--- src/rtl/rcp_pkg.sv ---
package rcp_pkg;
  parameter int unsigned FP_W   = 32;
  parameter int unsigned EXP_W  = 8;
  parameter int unsigned FRAC_W = 23;
  parameter int unsigned IDX_W  = 7;
  parameter int unsigned ENT_W  = 8;
  parameter int unsigned ADJ_W  = 8;

  localparam int unsigned BIAS   = (1 << (EXP_W - 1)) - 1;
  localparam int unsigned REFL   = 2 * BIAS - 1;
  localparam int unsigned DEPTH  = 1 << IDX_W;

  localparam logic [FP_W-1:0]  FP_ONE  = FP_W'(BIAS) << FRAC_W;
  localparam logic [FP_W-1:0]  FP_QNAN = {1'b0, {(FP_W-1){1'b1}}};
  localparam logic [FP_W-2:0]  FP_INF  = {{EXP_W{1'b1}}, {FRAC_W{1'b0}}};
  localparam logic [ADJ_W-1:0] ADJ_SUB = ADJ_W'(1) << (ADJ_W - 1);

  typedef struct packed {
    logic [FP_W-1:0]  seed;
    logic [ADJ_W-1:0] adj;
    logic [FP_W-1:0]  num;
    logic [FP_W-1:0]  den;
    logic             dz;
    logic             inv;
  } rcp_res_t;

  // Table entry k: fraction of 2/(1+(k+0.5)/2^idx_w), rounded to ent_w bits.
  function automatic int unsigned rcp_entry(int unsigned k, int unsigned idx_w,
                                            int unsigned ent_w);
    int unsigned d;
    int unsigned scale;
    int unsigned r;
    if (k == (1 << idx_w) - 1) return 0;
    d     = (2 << idx_w) + 1 + 2 * k;
    scale = 1 << (2 * ent_w + 1);
    r     = (2 * scale + d) / (2 * d);
    return r - (1 << ent_w);
  endfunction
endpackage

--- src/rtl/rcp_classify.sv ---
module rcp_classify #(
  parameter int unsigned EXP_W  = 8,
  parameter int unsigned FRAC_W = 23
) (
  input  logic [EXP_W+FRAC_W-1:0] mag,
  output logic                    is_zero,
  output logic                    is_sub,
  output logic                    is_inf,
  output logic                    is_nan,
  output logic                    is_snan
);
  logic exp_ones, exp_none, frac_none;

  always_comb begin
    exp_ones  = &mag[EXP_W+FRAC_W-1:FRAC_W];
    exp_none  = ~|mag[EXP_W+FRAC_W-1:FRAC_W];
    frac_none = ~|mag[FRAC_W-1:0];
    is_zero   = exp_none & frac_none;
    is_sub    = exp_none & ~frac_none;
    is_inf    = exp_ones & frac_none;
    is_nan    = exp_ones & ~frac_none;
    is_snan   = is_nan & ~mag[FRAC_W-1];
  end
endmodule

--- src/rtl/rcp_seed_rom.sv ---
module rcp_seed_rom
  import rcp_pkg::*;
#(
  parameter int unsigned ROM_IDX_W = IDX_W,
  parameter int unsigned ROM_ENT_W = ENT_W
) (
  input  logic [ROM_IDX_W-1:0] idx,
  output logic [ROM_ENT_W-1:0] entry
);
  localparam int unsigned ROM_DEPTH = 1 << ROM_IDX_W;

  logic [ROM_ENT_W-1:0] rom [ROM_DEPTH];

  for (genvar k = 0; k < ROM_DEPTH; k++) begin : g_ent
    assign rom[k] = ROM_ENT_W'(rcp_entry(k, ROM_IDX_W, ROM_ENT_W));
  end

  assign entry = rom[idx];
endmodule

--- src/rtl/rcp_front.sv ---
module rcp_front
  import rcp_pkg::*;
(
  input  logic [FP_W-1:0] num,
  input  logic [FP_W-1:0] den,
  output rcp_res_t        res
);
  localparam int unsigned PAD_W = FRAC_W - ENT_W - 1;

  logic n_zero, n_sub, n_inf, n_nan, n_snan;
  logic d_zero, d_sub, d_inf, d_nan, d_snan;
  logic [ENT_W-1:0] tbl;
  logic [EXP_W-1:0] den_exp, seed_exp;
  logic             x_sign, den_hi, num_tiny;

  rcp_classify #(.EXP_W(EXP_W), .FRAC_W(FRAC_W)) u_cls_num (
    .mag(num[FP_W-2:0]), .is_zero(n_zero), .is_sub(n_sub),
    .is_inf(n_inf), .is_nan(n_nan), .is_snan(n_snan)
  );

  rcp_classify #(.EXP_W(EXP_W), .FRAC_W(FRAC_W)) u_cls_den (
    .mag(den[FP_W-2:0]), .is_zero(d_zero), .is_sub(d_sub),
    .is_inf(d_inf), .is_nan(d_nan), .is_snan(d_snan)
  );

  rcp_seed_rom u_rom (
    .idx(den[FRAC_W-1 -: IDX_W]),
    .entry(tbl)
  );

  always_comb begin
    den_exp  = den[FP_W-2:FRAC_W];
    seed_exp = EXP_W'(int'(REFL) - int'(den_exp));
    den_hi   = den_exp >= EXP_W'(REFL);
    num_tiny = n_zero | n_sub;
    x_sign   = num[FP_W-1] ^ den[FP_W-1];

    res.num  = num;
    res.den  = den;
    res.dz   = 1'b0;
    res.inv  = 1'b0;
    res.adj  = '0;
    res.seed = FP_ONE;

    if (n_nan | d_nan) begin
      res.seed = FP_QNAN;
      res.inv  = n_snan | d_snan;
    end else if (d_zero) begin
      res.num  = {x_sign, FP_INF};
      res.den  = FP_ONE;
      res.dz   = ~n_inf;
    end else if (d_inf) begin
      res.num  = {x_sign, {(FP_W-1){1'b0}}};
      res.den  = FP_ONE;
    end else if (d_sub) begin
      res.adj  = ADJ_SUB;
    end else begin
      res.seed = {den[FP_W-1], seed_exp, tbl, {PAD_W{1'b0}}, 1'b1};
      res.adj  = ADJ_W'({num_tiny, den_hi});
    end
  end
endmodule

--- src/rtl/rcp_seed_unit.sv ---
module rcp_seed_unit
  import rcp_pkg::*;
#(
  parameter int unsigned REGISTERED = 1
) (
  input  logic             clk,
  input  logic             rst_n,
  input  logic             in_valid,
  output logic             in_ready,
  input  logic [FP_W-1:0]  in_num,
  input  logic [FP_W-1:0]  in_den,
  output logic             out_valid,
  input  logic             out_ready,
  output logic [FP_W-1:0]  out_seed,
  output logic [ADJ_W-1:0] out_adj,
  output logic [FP_W-1:0]  out_num,
  output logic [FP_W-1:0]  out_den,
  output logic             out_dz,
  output logic             out_inv
);
  rcp_res_t comb_res, out_res;

  rcp_front u_front (
    .num(in_num),
    .den(in_den),
    .res(comb_res)
  );

  if (REGISTERED != 0) begin : g_reg
    logic     vld_q;
    rcp_res_t res_q;

    always_ff @(posedge clk or negedge rst_n) begin
      if (!rst_n) begin
        vld_q <= 1'b0;
        res_q <= '0;
      end else if (in_ready) begin
        vld_q <= in_valid;
        if (in_valid) res_q <= comb_res;
      end
    end

    assign in_ready  = !vld_q || out_ready;
    assign out_valid = vld_q;
    assign out_res   = res_q;

    AST_STALL_HOLD: assert property (@(posedge clk) disable iff (!rst_n)
      out_valid && !out_ready |=> out_valid && $stable(out_seed) && $stable(out_num)
                                  && $stable(out_den) && $stable(out_adj));
    AST_ACCEPT_SHOWS: assert property (@(posedge clk) disable iff (!rst_n)
      in_valid && in_ready |=> out_valid);
  end else begin : g_comb
    assign in_ready  = out_ready;
    assign out_valid = in_valid;
    assign out_res   = comb_res;
  end

  assign out_seed = out_res.seed;
  assign out_adj  = out_res.adj;
  assign out_num  = out_res.num;
  assign out_den  = out_res.den;
  assign out_dz   = out_res.dz;
  assign out_inv  = out_res.inv;

  AST_DZ_FORCED_ONE: assert property (@(posedge clk) disable iff (!rst_n)
    out_valid && out_dz |-> out_seed == FP_ONE && out_den == FP_ONE
                            && out_adj == '0 && !out_inv);
  AST_INV_GIVES_QNAN: assert property (@(posedge clk) disable iff (!rst_n)
    out_valid && out_inv |-> out_seed == FP_QNAN && !out_dz && out_adj == '0);
  AST_SUB_ADJ_ONLY: assert property (@(posedge clk) disable iff (!rst_n)
    out_valid && out_adj == ADJ_SUB |-> out_seed == FP_ONE && !out_dz && !out_inv);
endmodule

--- config.mk ---
export PLATFORM = sky130hd
export DESIGN_NAME = rcp_seed_unit
export DESIGN_NICKNAME = d
export VERILOG_FILES = /design/src/rtl/rcp_pkg.sv /design/src/rtl/rcp_classify.sv /design/src/rtl/rcp_seed_rom.sv /design/src/rtl/rcp_front.sv /design/src/rtl/rcp_seed_unit.sv
export SDC_FILE = /design/constraint.sdc
export NUM_CORES = 1
export LEC_CHECK = 0
export BUFFER_PORTS_ARGS = -buffer_cell sky130_fd_sc_hd__clkbuf_2
export CORE_MARGIN = 8
export CORE_UTILIZATION = 49
export CTS_CLUSTER_SIZE = 10
export DETAILED_ROUTE_END_ITERATION = 7
export HOLD_SLACK_MARGIN = 0.03
export PLACE_DENSITY = 0.9
export SLEW_MARGIN = 20
export SYNTH_ARGS = -nofsm -noshare
export SYNTH_HDL_FRONTEND = slang
export SYNTH_HIERARCHICAL = 1
export SYNTH_SLANG_ARGS = --single-unit
--- constraint.sdc ---
create_clock -name clk -period 1.25 [get_ports clk]
set_input_delay 0.125 -clock clk [delete_from_list [all_inputs] [get_ports clk]]
set_output_delay 0.125 -clock clk [all_outputs]
set_load 0.02 [all_outputs]
==> impl_metrics.prom <==
# TYPE chip_impl_metric gauge
chip_impl_metric{name="r2r_cells",unit=""} 4
chip_impl_metric{name="layout_worst_path_cycle_share",unit=""} 1.394
chip_impl_metric{name="max_cap_viol_count",unit=""} 0
chip_impl_metric{name="ir_worst_vdd",unit="mV"} 0.9031
chip_impl_metric{name="dieWidth",unit="microns"} 132.2
chip_impl_metric{name="syn_avg_cell_area",unit="sq um"} 10.71
chip_impl_metric{name="hpwlAfterDp",unit="microns"} 14810
chip_impl_metric{name="cp.arrival",unit="ns"} 1.98
chip_impl_metric{name="buffer_ports.inserted",unit=""} 175
chip_impl_metric{name="yosys_register_bits",unit=""} 107
chip_impl_metric{name="via_per_inst",unit=""} 5.716
chip_impl_metric{name="synth_top_area_share",unit=""} 0.4046
chip_impl_info{name="setup.worst_path.end_class",value="flop"} 1
chip_impl_metric{name="htreeDepth",unit=""} 3
chip_impl_metric{name="place.gp.congestion",unit=""} 0.9529
chip_impl_metric{name="timing.final.max_slew_violations",unit=""} 0
chip_impl_metric{name="powerDensity",unit="nW/um^2"} 1104
chip_impl_metric{name="async_flop_share",unit=""} 1.000
chip_impl_metric{name="report.final.hold_viol_count",unit=""} 0
chip_impl_metric{name="clock_path_buffers",unit=""} 2
chip_impl_info{name="critical-path-top-cell-by-count",value="nor2_4"} 1
chip_impl_metric{name="totalPowerFinal",unit="mW"} 10.74
chip_impl_info{name="reg2reg_to",value="out_num[13]$_DFFE_PN0P_"} 1
chip_impl_metric{name="netlist-cell-type-count",unit=""} 56
chip_impl_metric{name="start_util",unit=""} 0.4997
chip_impl_metric{name="grt_remaining_overflow",unit=""} 0
chip_impl_info{name="crit_family",value="simple AND/OR/NAND/NOR gates"} 1
chip_impl_info{name="synth.cells.most_frequent",value="dfrtp_1 (107), mux2_2 (67), nor2b_1 (55)"} 1
chip_impl_metric{name="max_clock_freq",unit="GHz"} 0.5739
chip_impl_metric{name="clk_pin_slew",unit="ns"} 0.07
chip_impl_metric{name="core.rowCount",unit=""} 42
chip_impl_metric{name="final_layout_size_suffix_gt1_frac",unit=""} 0.5926
chip_impl_metric{name="cts_num_sinks",unit=""} 107
chip_impl_info{name="synthFlopType",value="dfrtp_1"} 1
chip_impl_metric{name="first_pass_iters",unit=""} 6
chip_impl_metric{name="final-setup-viol-count",unit=""} 107
chip_impl_metric{name="worst_hold_path_cell_count",unit=""} 3
chip_impl_metric{name="finalNetCount",unit=""} 974
chip_impl_metric{name="drt-total-wl",unit="microns"} 22890
chip_impl_info{name="cts_tree",value="built"} 1
chip_impl_info{name="synth_top_cells_by_area",value="dfrtp_1 (40%), mux2_2 (11%), mux2_4 (9.1%)"} 1
chip_impl_metric{name="fin_worst_skew",unit="ns"} 0.007679
chip_impl_metric{name="routed-via-count",unit=""} 6128
chip_impl_info{name="synthMostInstantiatedCell",value="dfrtp_1"} 1
chip_impl_metric{name="worstSkewPairLatency",unit="ns"} 0.36
chip_impl_metric{name="place_inst",unit=""} 1023
chip_impl_metric{name="pin_count_of_the_biggest_net_entering_global_routing",unit=""} 61
chip_impl_metric{name="dpl_worst_slack",unit="ns"} -0.9030
chip_impl_metric{name="critical_path_peak_fanout",unit=""} 5
chip_impl_metric{name="yosysWarnings",unit=""} 6
chip_impl_info{name="critical_path.reg2reg.startpoint",value="out_valid$_DFFE_PN0P_"} 1
chip_impl_metric{name="core_area",unit="sq um"} 13240
chip_impl_metric{name="cp.required",unit="ns"} 1.49
chip_impl_metric{name="tns",unit="ns"} -40.37
chip_impl_metric{name="final-instance-count-excl-fill",unit=""} 1072
chip_impl_metric{name="fin_ws",unit="ns"} -0.4926
chip_impl_info{name="run_status",value="finished with violations"} 1
chip_impl_metric{name="post-route-drc-count",unit=""} 0
chip_impl_metric{name="floorplan.die.height",unit="microns"} 132.2
chip_impl_metric{name="cpPeakStageDelay",unit="ns"} 0.29
chip_impl_metric{name="synth-seq-area-share",unit=""} 0.4046
chip_impl_metric{name="synth_enable_flop_cells",unit=""} 0
chip_impl_info{name="ctsRootBufferMaster",value="clkbuf_16"} 1
chip_impl_metric{name="reg2reg_setup_slack",unit="ns"} -0.17
chip_impl_info{name="timing_worst_setup_path_type",value="input port to flop"} 1
chip_impl_info{name="synth_largest_area_cell",value="dfrtp_1"} 1
chip_impl_info{name="rsz_0062_raised_after_global_routing",value="true"} 1
chip_impl_info{name="hold_path_end",value="out_den[1]$_DFFE_PN0P_"} 1
chip_impl_metric{name="grt_util_all_layers",unit=""} 0.2435
chip_impl_info{name="worst_setup_path_start_kind",value="input port"} 1
chip_impl_info{name="worstHoldStart",value="in_den[1]"} 1
chip_impl_metric{name="number_of_design_rule_violations_left_by_the_first_detailed_router_iteration",unit=""} 415
chip_impl_metric{name="synth_area",unit="sq um"} 6618
chip_impl_metric{name="initial_antenna_violation_count",unit=""} 0
chip_impl_info{name="cp_cell_sequence",value="buf_4, nor4_4, and4_4, a21oi_4, nor2_4, clkinv_4, buf_12, nor2_4, clkbuf_16, nor2_1, mux2_4"} 1
chip_impl_metric{name="total_leakage_power",unit="nW"} 4.688
chip_impl_info{name="hold_path_class",value="input port to flop"} 1
chip_impl_metric{name="dieArea",unit="sq um"} 17480
chip_impl_metric{name="period_needed",unit="ns"} 1.743
chip_impl_metric{name="area_growth_syn_to_layout",unit="%"} 47.00
chip_impl_metric{name="numCtsBuffers",unit=""} 9
chip_impl_info{name="critical_path.slowest_cell",value="and4_4"} 1
chip_impl_info{name="violations",value="setup timing"} 1
chip_impl_metric{name="antenna-diode-count",unit=""} 0
chip_impl_metric{name="wire_length_of_the_first_global_routing_pass",unit="microns"} 34510
chip_impl_metric{name="synthesis.instances",unit=""} 618
chip_impl_metric{name="wl_per_cell",unit="microns"} 21.36
chip_impl_metric{name="antenna_violating_nets_post_route",unit=""} 0
chip_impl_metric{name="first_global_vias",unit=""} 6351
chip_impl_metric{name="ios",unit=""} 176
chip_impl_metric{name="worst-path-buf-inv",unit=""} 4
==> worst max-delay path by stage <==
stage                           from                       end  slack [ns]  cells past startpoint
after floorplan           in_den[16]  out_seed[16]$_DFFE_PN0P_       -0.55                     12
after global placement    in_den[16]  out_seed[18]$_DFFE_PN0P_       -0.89                     12
after detailed placement   in_num[4]  out_seed[21]$_DFFE_PN0P_       -0.90                     10
after CTS                 in_den[20]  out_seed[30]$_DFFE_PN0P_       -0.42                     11
after global routing      in_num[18]  out_seed[19]$_DFFE_PN0P_       -0.54                     12
final                     in_num[22]  out_seed[19]$_DFFE_PN0P_       -0.49                     11
==> report_power, final <==
| group | switching, mW | internal [mW] |
|---|---|---|
| Clock | 1.42 | 1.80 |
| Combinational | 1.81 | 1.50 |
| Sequential | 0.305 | 3.90 |
==> tightest hold or removal path, cell delays in order <==
cell	delay (ns)
buf_6	0.08
nor2b_1	0.11
mux2_2	0.15
==> per-stage QoR <==
| stage | instance area [sq um] | utilization | hold slack [ns] |
|---|---|---|---|
| 4_1_cts | 9245 | 0.6981 | 0.1474 |
| 6_report | 9728 | 0.7346 | 0.1420 |
| 5_1_grt | 9728 | 0.7346 | 0.1430 |
| 3_5_place_dp | 8421 | 0.6359 | 0.1438 |
| 2_1_floorplan | 6899 | - | -0.1706 |
| 3_3_place_gp | 8421 | 0.6359 | 0.1363 |
==> cells in the final DEF (no fill, tap or decap), types with 9 or more instances in the layout <==
cell and instances:
a21o_1 9, nor4_4 12, clkbuf_16 11, mux2_4 46
a21oi_1 30, nor2b_1 51, o21ai_0 15, buf_4 108
nor2_1 27, mux2_2 61, ha_1 9, buf_6 18
buf_12 12, nand2_1 22, clkbuf_2 160, dfrtp_1 106
==> metal layers <==
layer  global-route usage  vias to the layer above  wire, microns
met5                    0                        -              0
met4              0.09842                        0            745
met3              0.06860                       56           1777
met2               0.4261                      335          11620
met1               0.2736                     2999           8747
li1                     -                     2738              -
==> cells by family after synthesis <==
family | share of synthesized area
compound gates | 0.1076
xor+xnor | 0.006619
fa+ha+maj | 0.02836
buf+inv | 0.06429
flops | 0.4046
mux | 0.2138
other cells | 0.0005667
simple gates | 0.1741
==> layout make-up <==
class                      instances  area (sq um)
multi-input combinational        450          4071
sequential                       107          2679
clock buffer                       9         225.2
inverter                           9         58.81
fill                             843          3515
clock inverter                     7         111.4
timing repair buffer             314          2362
tap                              176         220.2
==> registers in the layout (all words and copies together), names as in the netlist <==
register,flops
out_adj,8
out_inv,1
out_den,32
out_num,32
out_seed,32
out_valid,1
out_dz,1
==> timing repair <==
action / 4_1_cts / 5_1_grt
setup buffers: 10 / 14
setup endpoints to repair: 107 / 107
pin swaps: 17 / 39
gates resized for setup: 55 / 96
hold endpoints to repair: 107 / 0
cloned: 6 / 4
hold buffers: 1 / 0
Power figures use the tool's default switching activity.
